[src/rtl/gpio_bank_pkg.sv]
package gpio_bank_pkg;

    localparam int unsigned ADDR_W = 6;

    typedef enum logic [3:0] {
        REG_DIR     = 4'd0,
        REG_OUT     = 4'd1,
        REG_GRPEN   = 4'd2,
        REG_OUTSET  = 4'd3,
        REG_OUTCLR  = 4'd4,
        REG_IN      = 4'd5,
        REG_RISESET = 4'd6,
        REG_RISECLR = 4'd7,
        REG_FALLSET = 4'd8,
        REG_FALLCLR = 4'd9,
        REG_STAT    = 4'd10,
        REG_NONE    = 4'd15
    } reg_sel_e;

    // Set/clear strobe pair for one mask register
    typedef struct packed {
        logic set_w;
        logic clr_w;
    } mask_strobe_t;

    function automatic reg_sel_e decode_addr(logic [ADDR_W-1:0] a);
        if (a[1:0] != 2'b00 || a[ADDR_W-1:2] > 4'd10) return REG_NONE;
        return reg_sel_e'(a[ADDR_W-1:2]);
    endfunction

endpackage

[src/rtl/gpio_edge_sync.sv]
module gpio_edge_sync #(
    parameter int unsigned W = 32
) (
    input  logic         clk,
    input  logic         rst,
    input  logic [W-1:0] pad,
    output logic [W-1:0] level,
    output logic [W-1:0] rise,
    output logic [W-1:0] fall
);
    logic [W-1:0] meta_q, sync_q, prev_q;

    always_ff @(posedge clk) begin
        if (rst) begin
            meta_q <= '0;
            sync_q <= '0;
            prev_q <= '0;
        end else begin
            meta_q <= pad;
            sync_q <= meta_q;
            prev_q <= sync_q;
        end
    end

    assign level = sync_q;
    assign rise  = sync_q & ~prev_q;
    assign fall  = ~sync_q & prev_q;

    // a pin cannot show a rising edge on two consecutive cycles
    p_edge_spacing_r6: assert property (@(posedge clk) disable iff (rst)
        (rise != '0) |=> ((rise & $past(rise)) == '0));

endmodule

[src/rtl/gpio_wmask_reg.sv]
module gpio_wmask_reg #(
    parameter int unsigned W = 32
) (
    input  logic                         clk,
    input  logic                         rst,
    input  gpio_bank_pkg::mask_strobe_t  strb,
    input  logic [W-1:0]                 mask,
    output logic [W-1:0]                 q
);
    logic [W-1:0] q_r;

    always_ff @(posedge clk) begin
        if (rst)              q_r <= '0;
        else if (strb.set_w)  q_r <= q_r | mask;
        else if (strb.clr_w)  q_r <= q_r & ~mask;
    end

    assign q = q_r;

    // a set mask forces its bits high
    p_set_high_r2: assert property (@(posedge clk) disable iff (rst)
        strb.set_w |=> ((q & $past(mask)) == $past(mask)));

    // a clear mask forces its bits low
    p_clr_low_r3: assert property (@(posedge clk) disable iff (rst)
        (strb.clr_w && !strb.set_w) |=> ((q & $past(mask)) == '0));

    // bits outside the written mask keep their value
    p_unmasked_hold_r5: assert property (@(posedge clk) disable iff (rst)
        1'b1 |=> (((q ^ $past(q)) &
                   ~(($past(strb.set_w) || $past(strb.clr_w)) ? $past(mask) : '0)) == '0));

endmodule

[src/rtl/gpio_irq_group.sv]
module gpio_irq_group #(
    parameter int unsigned GW = 16
) (
    input  logic [GW-1:0] pend,
    input  logic          en,
    output logic          irq
);
    assign irq = en & (|pend);
endmodule

[src/rtl/gpio_bank.sv]
module gpio_bank
    import gpio_bank_pkg::*;
#(
    parameter  int unsigned NPINS   = 32,
    parameter  int unsigned GROUP_W = 16,
    localparam int unsigned NGROUPS = NPINS / GROUP_W
) (
    input  logic               clk,
    input  logic               rst,
    input  logic               bus_sel,
    input  logic               bus_wr,
    input  logic [ADDR_W-1:0]  bus_addr,
    input  logic [NPINS-1:0]   bus_wdata,
    output logic [NPINS-1:0]   bus_rdata,
    input  logic [NPINS-1:0]   pad_in,
    output logic [NPINS-1:0]   pad_out,
    output logic [NPINS-1:0]   pad_oe,
    output logic [NGROUPS-1:0] irq
);
    localparam int unsigned NMASK = 3;  // output latch, rise enable, fall enable

    reg_sel_e sel;
    logic     we;
    assign sel = decode_addr(bus_addr);
    assign we  = bus_sel & bus_wr;

    // Direction and group enable
    logic [NPINS-1:0]   dir_q;
    logic [NGROUPS-1:0] grp_en_q;

    always_ff @(posedge clk) begin
        if (rst) begin
            dir_q    <= '1;
            grp_en_q <= '0;
        end else if (we) begin
            if (sel == REG_DIR)   dir_q    <= bus_wdata;
            if (sel == REG_GRPEN) grp_en_q <= bus_wdata[NGROUPS-1:0];
        end
    end

    // Set/clear mask registers
    mask_strobe_t     strb [NMASK];
    logic [NPINS-1:0] mq   [NMASK];

    assign strb[0] = '{set_w: we && sel == REG_OUTSET,  clr_w: we && sel == REG_OUTCLR};
    assign strb[1] = '{set_w: we && sel == REG_RISESET, clr_w: we && sel == REG_RISECLR};
    assign strb[2] = '{set_w: we && sel == REG_FALLSET, clr_w: we && sel == REG_FALLCLR};

    for (genvar k = 0; k < NMASK; k++) begin : g_mask
        gpio_wmask_reg #(.W(NPINS)) u_mask (
            .clk  (clk),
            .rst  (rst),
            .strb (strb[k]),
            .mask (bus_wdata),
            .q    (mq[k])
        );
    end

    logic [NPINS-1:0] out_q, rise_en, fall_en;
    assign out_q   = mq[0];
    assign rise_en = mq[1];
    assign fall_en = mq[2];

    // Synchronizer and edge detect
    logic [NPINS-1:0] lvl, rise, fall;
    gpio_edge_sync #(.W(NPINS)) u_sync (
        .clk   (clk),
        .rst   (rst),
        .pad   (pad_in),
        .level (lvl),
        .rise  (rise),
        .fall  (fall)
    );

    // Status: new edges win over a same-cycle clear
    logic [NPINS-1:0] events, stat_clr, stat_q;
    assign events   = (rise & rise_en) | (fall & fall_en);
    assign stat_clr = (we && sel == REG_STAT) ? bus_wdata : '0;

    always_ff @(posedge clk) begin
        if (rst) stat_q <= '0;
        else     stat_q <= (stat_q & ~stat_clr) | events;
    end

    // Interrupt groups
    for (genvar g = 0; g < NGROUPS; g++) begin : g_grp
        gpio_irq_group #(.GW(GROUP_W)) u_grp (
            .pend (stat_q[g*GROUP_W +: GROUP_W]),
            .en   (grp_en_q[g]),
            .irq  (irq[g])
        );
    end

    assign pad_out = out_q;
    assign pad_oe  = ~dir_q;

    always_comb begin
        unique case (sel)
            REG_DIR:                  bus_rdata = dir_q;
            REG_OUT, REG_OUTSET,
            REG_OUTCLR:               bus_rdata = out_q;
            REG_GRPEN:                bus_rdata = {{(NPINS-NGROUPS){1'b0}}, grp_en_q};
            REG_IN:                   bus_rdata = lvl;
            REG_RISESET, REG_RISECLR: bus_rdata = rise_en;
            REG_FALLSET, REG_FALLCLR: bus_rdata = fall_en;
            REG_STAT:                 bus_rdata = stat_q;
            default:                  bus_rdata = '0;
        endcase
    end

    // an enabled edge always lands in status, even during a clear
    p_edge_wins_r7: assert property (@(posedge clk) disable iff (rst)
        (events != '0) |=> ((stat_q & $past(events)) == $past(events)));

    // cleared bits without a new edge are zero afterwards
    p_w1c_r7: assert property (@(posedge clk) disable iff (rst)
        (we && sel == REG_STAT) |=> ((stat_q & $past(bus_wdata) & ~$past(events)) == '0));

    // disabling all groups silences every line
    p_grp_off_r8: assert property (@(posedge clk) disable iff (rst)
        (we && sel == REG_GRPEN && bus_wdata[NGROUPS-1:0] == '0) |=> (irq == '0));

    // read-only offsets leave direction and latch alone
    p_ro_write_r10: assert property (@(posedge clk) disable iff (rst)
        (we && (sel == REG_OUT || sel == REG_IN)) |=> ($stable(dir_q) && $stable(out_q)));

endmodule

[config.mk]
export PLATFORM = sky130hd
export DESIGN_NAME = gpio_bank
export DESIGN_NICKNAME = d
export VERILOG_FILES = /design/src/rtl/gpio_bank_pkg.sv /design/src/rtl/gpio_edge_sync.sv /design/src/rtl/gpio_wmask_reg.sv /design/src/rtl/gpio_irq_group.sv /design/src/rtl/gpio_bank.sv
export SDC_FILE = /design/constraint.sdc
export NUM_CORES = 1
export LEC_CHECK = 0
export ABC_AREA = 1
export BUFFER_PORTS_ARGS = -buffer_cell sky130_fd_sc_hd__buf_2
export CAP_MARGIN = 20
export CORE_MARGIN = 3
export CORE_UTILIZATION = 50
export DETAILED_ROUTE_END_ITERATION = 16
export GPL_ROUTABILITY_DRIVEN = 0
export PLACE_DENSITY = 0.74
export SETUP_SLACK_MARGIN = 0.2
export SKIP_LAST_GASP = 1
export SLEW_MARGIN = 0
export SYNTH_ARGS = -nofsm -noshare
export SYNTH_HDL_FRONTEND = slang
export SYNTH_HIERARCHICAL = 1
export SYNTH_SLANG_ARGS = --single-unit
[constraint.sdc]
create_clock -name clk -period 1.6 [get_ports clk]
set_input_delay 0.16 -clock clk [delete_from_list [all_inputs] [get_ports clk]]
set_output_delay 0.16 -clock clk [all_outputs]
set_load 0.05 [all_outputs]
# == Word-level counts from Yosys, hierarchy flattened ==
# Index checks and enable logic that the tools add are counted.
# op_classes
multipliers,0
n_div,0
eq_ne,10
bitwise,21
n_mux,11
add_sub_neg,0
reduce_logical,20
shifts,0
order_cmp,1
# op_table
operator,count
$and A32 B32 Y32,8
$mux W32,7
$pmux W32 S7,1
$not A32 Y32,5
$or A32 B32 Y32,5
$reduce_or A16 Y1,2
$eq A4 B3 Y1 const B,4
$eq A4 B4 Y1 const B,3
$eq A4 B2 Y1 const B,2
$mux W4,2
$reduce_bool A2 Y1,4
$logic_and A1 B1 Y1,7
$eq A4 B1 Y1 const B,1
$gt A4 B4 Y1 const B,1
$logic_not A4 Y1,1
$reduce_and A2 Y1,2
$reduce_or A2 Y1,2
$and A1 B1 Y1,3
$reduce_or A3 Y1,1
$logic_or A1 B1 Y1,1
$mux W1,1
# word_totals
output_inout_bits,98
regBits,258
wordCells,72
mem_bits_ro,0
mem_bits_rw,0
mem_count,0
latchBits,0

# == Longest topological paths before layout ==
# logic_depth
word_depth,10
mapped_depth,11
mapped_depth_nobuf,8

# == By module ==
# Netlist, hierarchy kept.
# modules_own_cells
module,area_each_um2,n_inst,cells_each,seq_area_each_um2
gpio_bank,4330.4,1,692,1321.3
gpio_wmask_reg,1345.0,3,169,640.6
gpio_edge_sync,3174.3,1,395,1921.8
gpio_irq_group,61.3,2,16,0.0

# == Worst setup path before layout ==
# No wires, ideal clock.
# synth_timing
path_type,input -> register
startpoint,in bus_addr[1]
endpoint,reg with a tool-made name
path_buffers,3
setup_slack_ps,-50
path_stages,10
arrival_ps,1583
required_time_ps,1534
path_cell_list,nor2_1 -> nand3_1 -> nor2_2 -> buf_6 -> buf_6 -> nand2_1 -> nor2_1 -> buf_6 -> nand2_1 -> a21oi_2
# synth_rtl
item,line_no,source
start: declaration,gpio_bank.sv:12,"input logic [ADDR_W-1:0] bus_addr,"

# == Worst setup path in the final report ==
# layout_timing
startpoint,in bus_addr[0]
endpoint,out bus_rdata[28]
# layout_via
elab_chain_cells,7
elab_cells_between_ends,19
classes_between,10 x eq/ne; 3 x mux; 6 x reduce/logical
# layout_lines
item,line_no,source
$reduce_bool A2 Y1 (*),gpio_bank_pkg.sv:27,if (a[1:0] != 2'b00 || a[ADDR_W-1:2] > 4'd10) return REG_NONE;
$logic_or A1 B1 Y1 (*),gpio_bank_pkg.sv:27,
$mux W1 (*),gpio_bank_pkg.sv:27,
$mux W4 (*),gpio_bank_pkg.sv:28,return reg_sel_e'(a[ADDR_W-1:2]);
$eq A4 B2 Y1 (tied with other cells),gpio_bank.sv:98,unique case (sel)
$reduce_or A3 Y1 or $reduce_or A2 Y1 (tied branches),gpio_bank.sv:98,
$pmux W32 S7 (*),gpio_bank.sv:98,
end: declaration,gpio_bank.sv:14,"output logic [NPINS-1:0] bus_rdata,"
# Every way passes the cells marked *; elsewhere a longest branch is shown, timed or not.

==> flow_summary.yaml <==
floorplan:
  io_pins: 172
  dieHeight_um: 159
  row_count: 55
  start_util_pct: 51.2
  die_w_um: 159
  die_area_um2: 25200
  core_um2: 22800
sta:
  worst_slack_ps: -48.3
  setup_viol: 29
  skew_ps: 4.57
  tightest_slew_ps: 332
  relSlewSlack_pct: 77.9
  fin_crit_ps: 1650
  fin_crit_sh_pct: 103
  timing.fmax_mhz: 607
  finalHoldViolCount: 0
  grt_setup_unrepaired: "true"
  drv_slew: 0
final_layout:
  nets: 1957
  drive_gt1_share_pct: 25.7
  ff_latch_area_um2: 5200
  multiInputGateArea_um2: 5540
  n_antenna_cell: 0
  final_area_um2: 15400
  fillCellCount: 1826
  finalCoreUtilization_pct: 67.7
  area_delta_synth_final_pct: 32.3
synth:
  synthAdderAreaFrac_pct: 0
  synth_xor_area_share_pct: 0
  synth-simple-area-share_pct: 30.0
  ys_warn_count: 6
  syn_avg_cell_area_um2: 7.17
  ys_seq_area_share_pct: 44.3
  synth_compound_area_share_pct: 14.7
  synthFlopType: "dfxtp_1"
  synth_edf_count: 0
  synthMuxAreaShare_pct: 0
  synth_area_um2: 11700
  synth.distinct_cells: 24
  netlist_instances: 1626
  ys_seq_elements: 258
  synth_nets: 1700
  async_flop_share_pct: 0
  synth_top_family_by_area: "simple AND/OR/NAND/NOR gates"
pwr:
  seqPwrFrac_pct: 48.2
  power.density_nw_per_um2: 886
  vdd_drop_max_v: 0.000924
  leakage_nw: 6.77
  p_sw_share_pct: 22.8
  internal-power_w: 0.0106
  power_switching_w: 0.00311
  clkPwrFrac_pct: 44.4
  combPwrFrac_pct: 7.5
clock_tree:
  clk_latency_ps: 520
  clockBufferDepth: 3
  cts-root-buf: "clkbuf_16"
  htree_levels: 1
  cts.clk_slew.worst_paths_ps: 60
  cts_tree: "done"
  cts_sinks: 258
  cts-buffers-inserted: 27
drt:
  post_drt_wl_per_cell_um: 15.8
  vias: 11600
  drc: 0
  drtAntennaViolNets: 0
  dr.pass1.iters: 5
  drt_first_iter_violations: 1109
  wl_um: 34900
  routed_via_density: 5.24
hold_path:
  hold_depth: 8
  hold_end: "grp_en_q[0]$_SDFFE_PP0P_"
  hold_path.class: "primary input to flip-flop"
  hp-start: "bus_addr[1]"
placed_design:
  io_buffers: 171
  place_area_um2: 13400
  pre_cts_slack_ps: -146
  place_hpwl_um: 22600
setup_path:
  endpoint_kind: "output pin"
  rr_endpoint: "stat_q[30]$_SDFF_PP0_"
  critPathArrivalTime_ps: 1490
  crit_required_ps: 1440
  reg2reg_setup_slack_ps: 620
  startpoint: "bus_addr[0]"
  cp_max_fo: 19
  reg2reg_depth: 4
  worstSetupPathType: "primary input to output pin"
  cp-start-kind: "primary input"
  r2r-start: "u_sync/level[30]$_SDFF_PP0_"
grt:
  antenna_found_initial: 0
  grtUsageTotal_pct: 26.7
  grt_max_degree: 49
  overflow: 0
  grt_first_pass_wirelength_um: 56300
  grt_pass1_vias: 11200
run_status:
  status: "complete, but fails checks"
  violations: "setup timing"
run:
  drv_cap: 0
cell type report:
cell class / count / area share (%)
Clock inverter: 4 / 0.454
Sequential cell: 258 / 33.7
Clock buffer: 37 / 5.01
Multi-Input combinational cell: 1091 / 35.9
Tap cell: 313 / 2.54
Timing Repair Buffer: 311 / 17.7
Inverter: 194 / 4.75
cells in the final DEF, fill, tap and decap left out, drive strengths merged:
master	count
nand3	111
buf	238
a21oi	165
dlygate4sd3	66
nor3	3
clkbuf	44
nand4	37
bufinv	2
nand2	416
nor2	273
clkinv	4
a22o	32
o21ai	54
inv	192
dfxtp	258
worst max-delay path by stage:
stage,to,slack [ps],cells past startpoint
after CTS,bus_rdata[24],-50,11
final,bus_rdata[28],-50,11
after floorplan,flip-flop,180,11
after detailed placement,bus_rdata[5],-150,11
after global routing,bus_rdata[29],-120,11
after global placement,bus_rdata[5],-130,11
critical path: stages:
cell and delay (ps):
buf_2 120, nor2_4 150, nand3_2 120, nor2_4 140
buf_12 160, buf_12 160, nand3_1 80, nand2_1 100
nor2_2 60, nand3_2 80, buf_8 150
per-stage QoR:
| step | std cells | TNS (ps) | hold slack [ps] | total power [W] |
|---|---|---|---|---|
| floorplan | 1626 | 0 | 229 | 0.00717 |
| global placement | 2096 | -3510 | 361 | 0.00756 |
| detailed placement | 2096 | -5120 | 366 | 0.00757 |
| CTS | 2204 | -408 | 309 | 0.0137 |
| global route | 2208 | -2950 | 383 | 0.0141 |
| finish | 2208 | -619 | 320 | 0.0137 |
power groups by stage:
stage / registers (W) / logic, W / clock network [W]
after floorplan: 0.00671 / 0.000455 / 0
after global placement: 0.00672 / 0.000835 / 0
after detailed placement: 0.00672 / 0.000847 / 0
after CTS: 0.00658 / 0.000993 / 0.00616
after global routing: 0.00659 / 0.00111 / 0.00642
final: 0.00658 / 0.00102 / 0.00606
cell usage after synthesis (3+ instances only):
| master | n | area [um2] |
|---|---|---|
| clkbuf_1 | 14 | 52.6 |
| o21ai_0 | 14 | 70.1 |
| a22o_1 | 32 | 280 |
| o21ai_1 | 40 | 200 |
| buf_4 | 11 | 82.6 |
| a21oi_1 | 75 | 375 |
| a21oi_2 | 90 | 788 |
| nor2_4 | 12 | 135 |
| inv_2 | 4 | 15.0 |
| dfxtp_1 | 258 | 5160 |
| buf_2 | 37 | 185 |
| nand4_1 | 35 | 219 |
| nand2_1 | 416 | 1560 |
| nor2_1 | 260 | 976 |
| inv_1 | 189 | 709 |
| buf_6 | 19 | 214 |
| nor3_1 | 3 | 15.0 |
| nand3_1 | 111 | 556 |
metal layers:
layer	GRT usage, %	wire length [um]	vias up
met5	0	0	-
met3	3.84	2330	93
met2	45.7	16800	416
li1	-	-	5644
met4	11.4	1330	0
met1	33.7	14400	5419
cell families (layout without fill, tap and decap cells):
kind of cell           Yosys count  count (layout)
and+or+nand+nor                840             840
buffers and inverters          277             546
AOI/OAI and AO/OA              251             251
DFF                            258             258
timing repair:
item | CTS | global route
pin swaps | 6 | 9
cloned | 0 | 2
buffers inserted | 1 | 2
gates resized for setup | 114 | 42
endpoints found under the hold margin | 162 | 0
hold buffers | 66 | 0
endpoints found under the setup margin | 36 | 39
(Power assumes the default switching activity.)
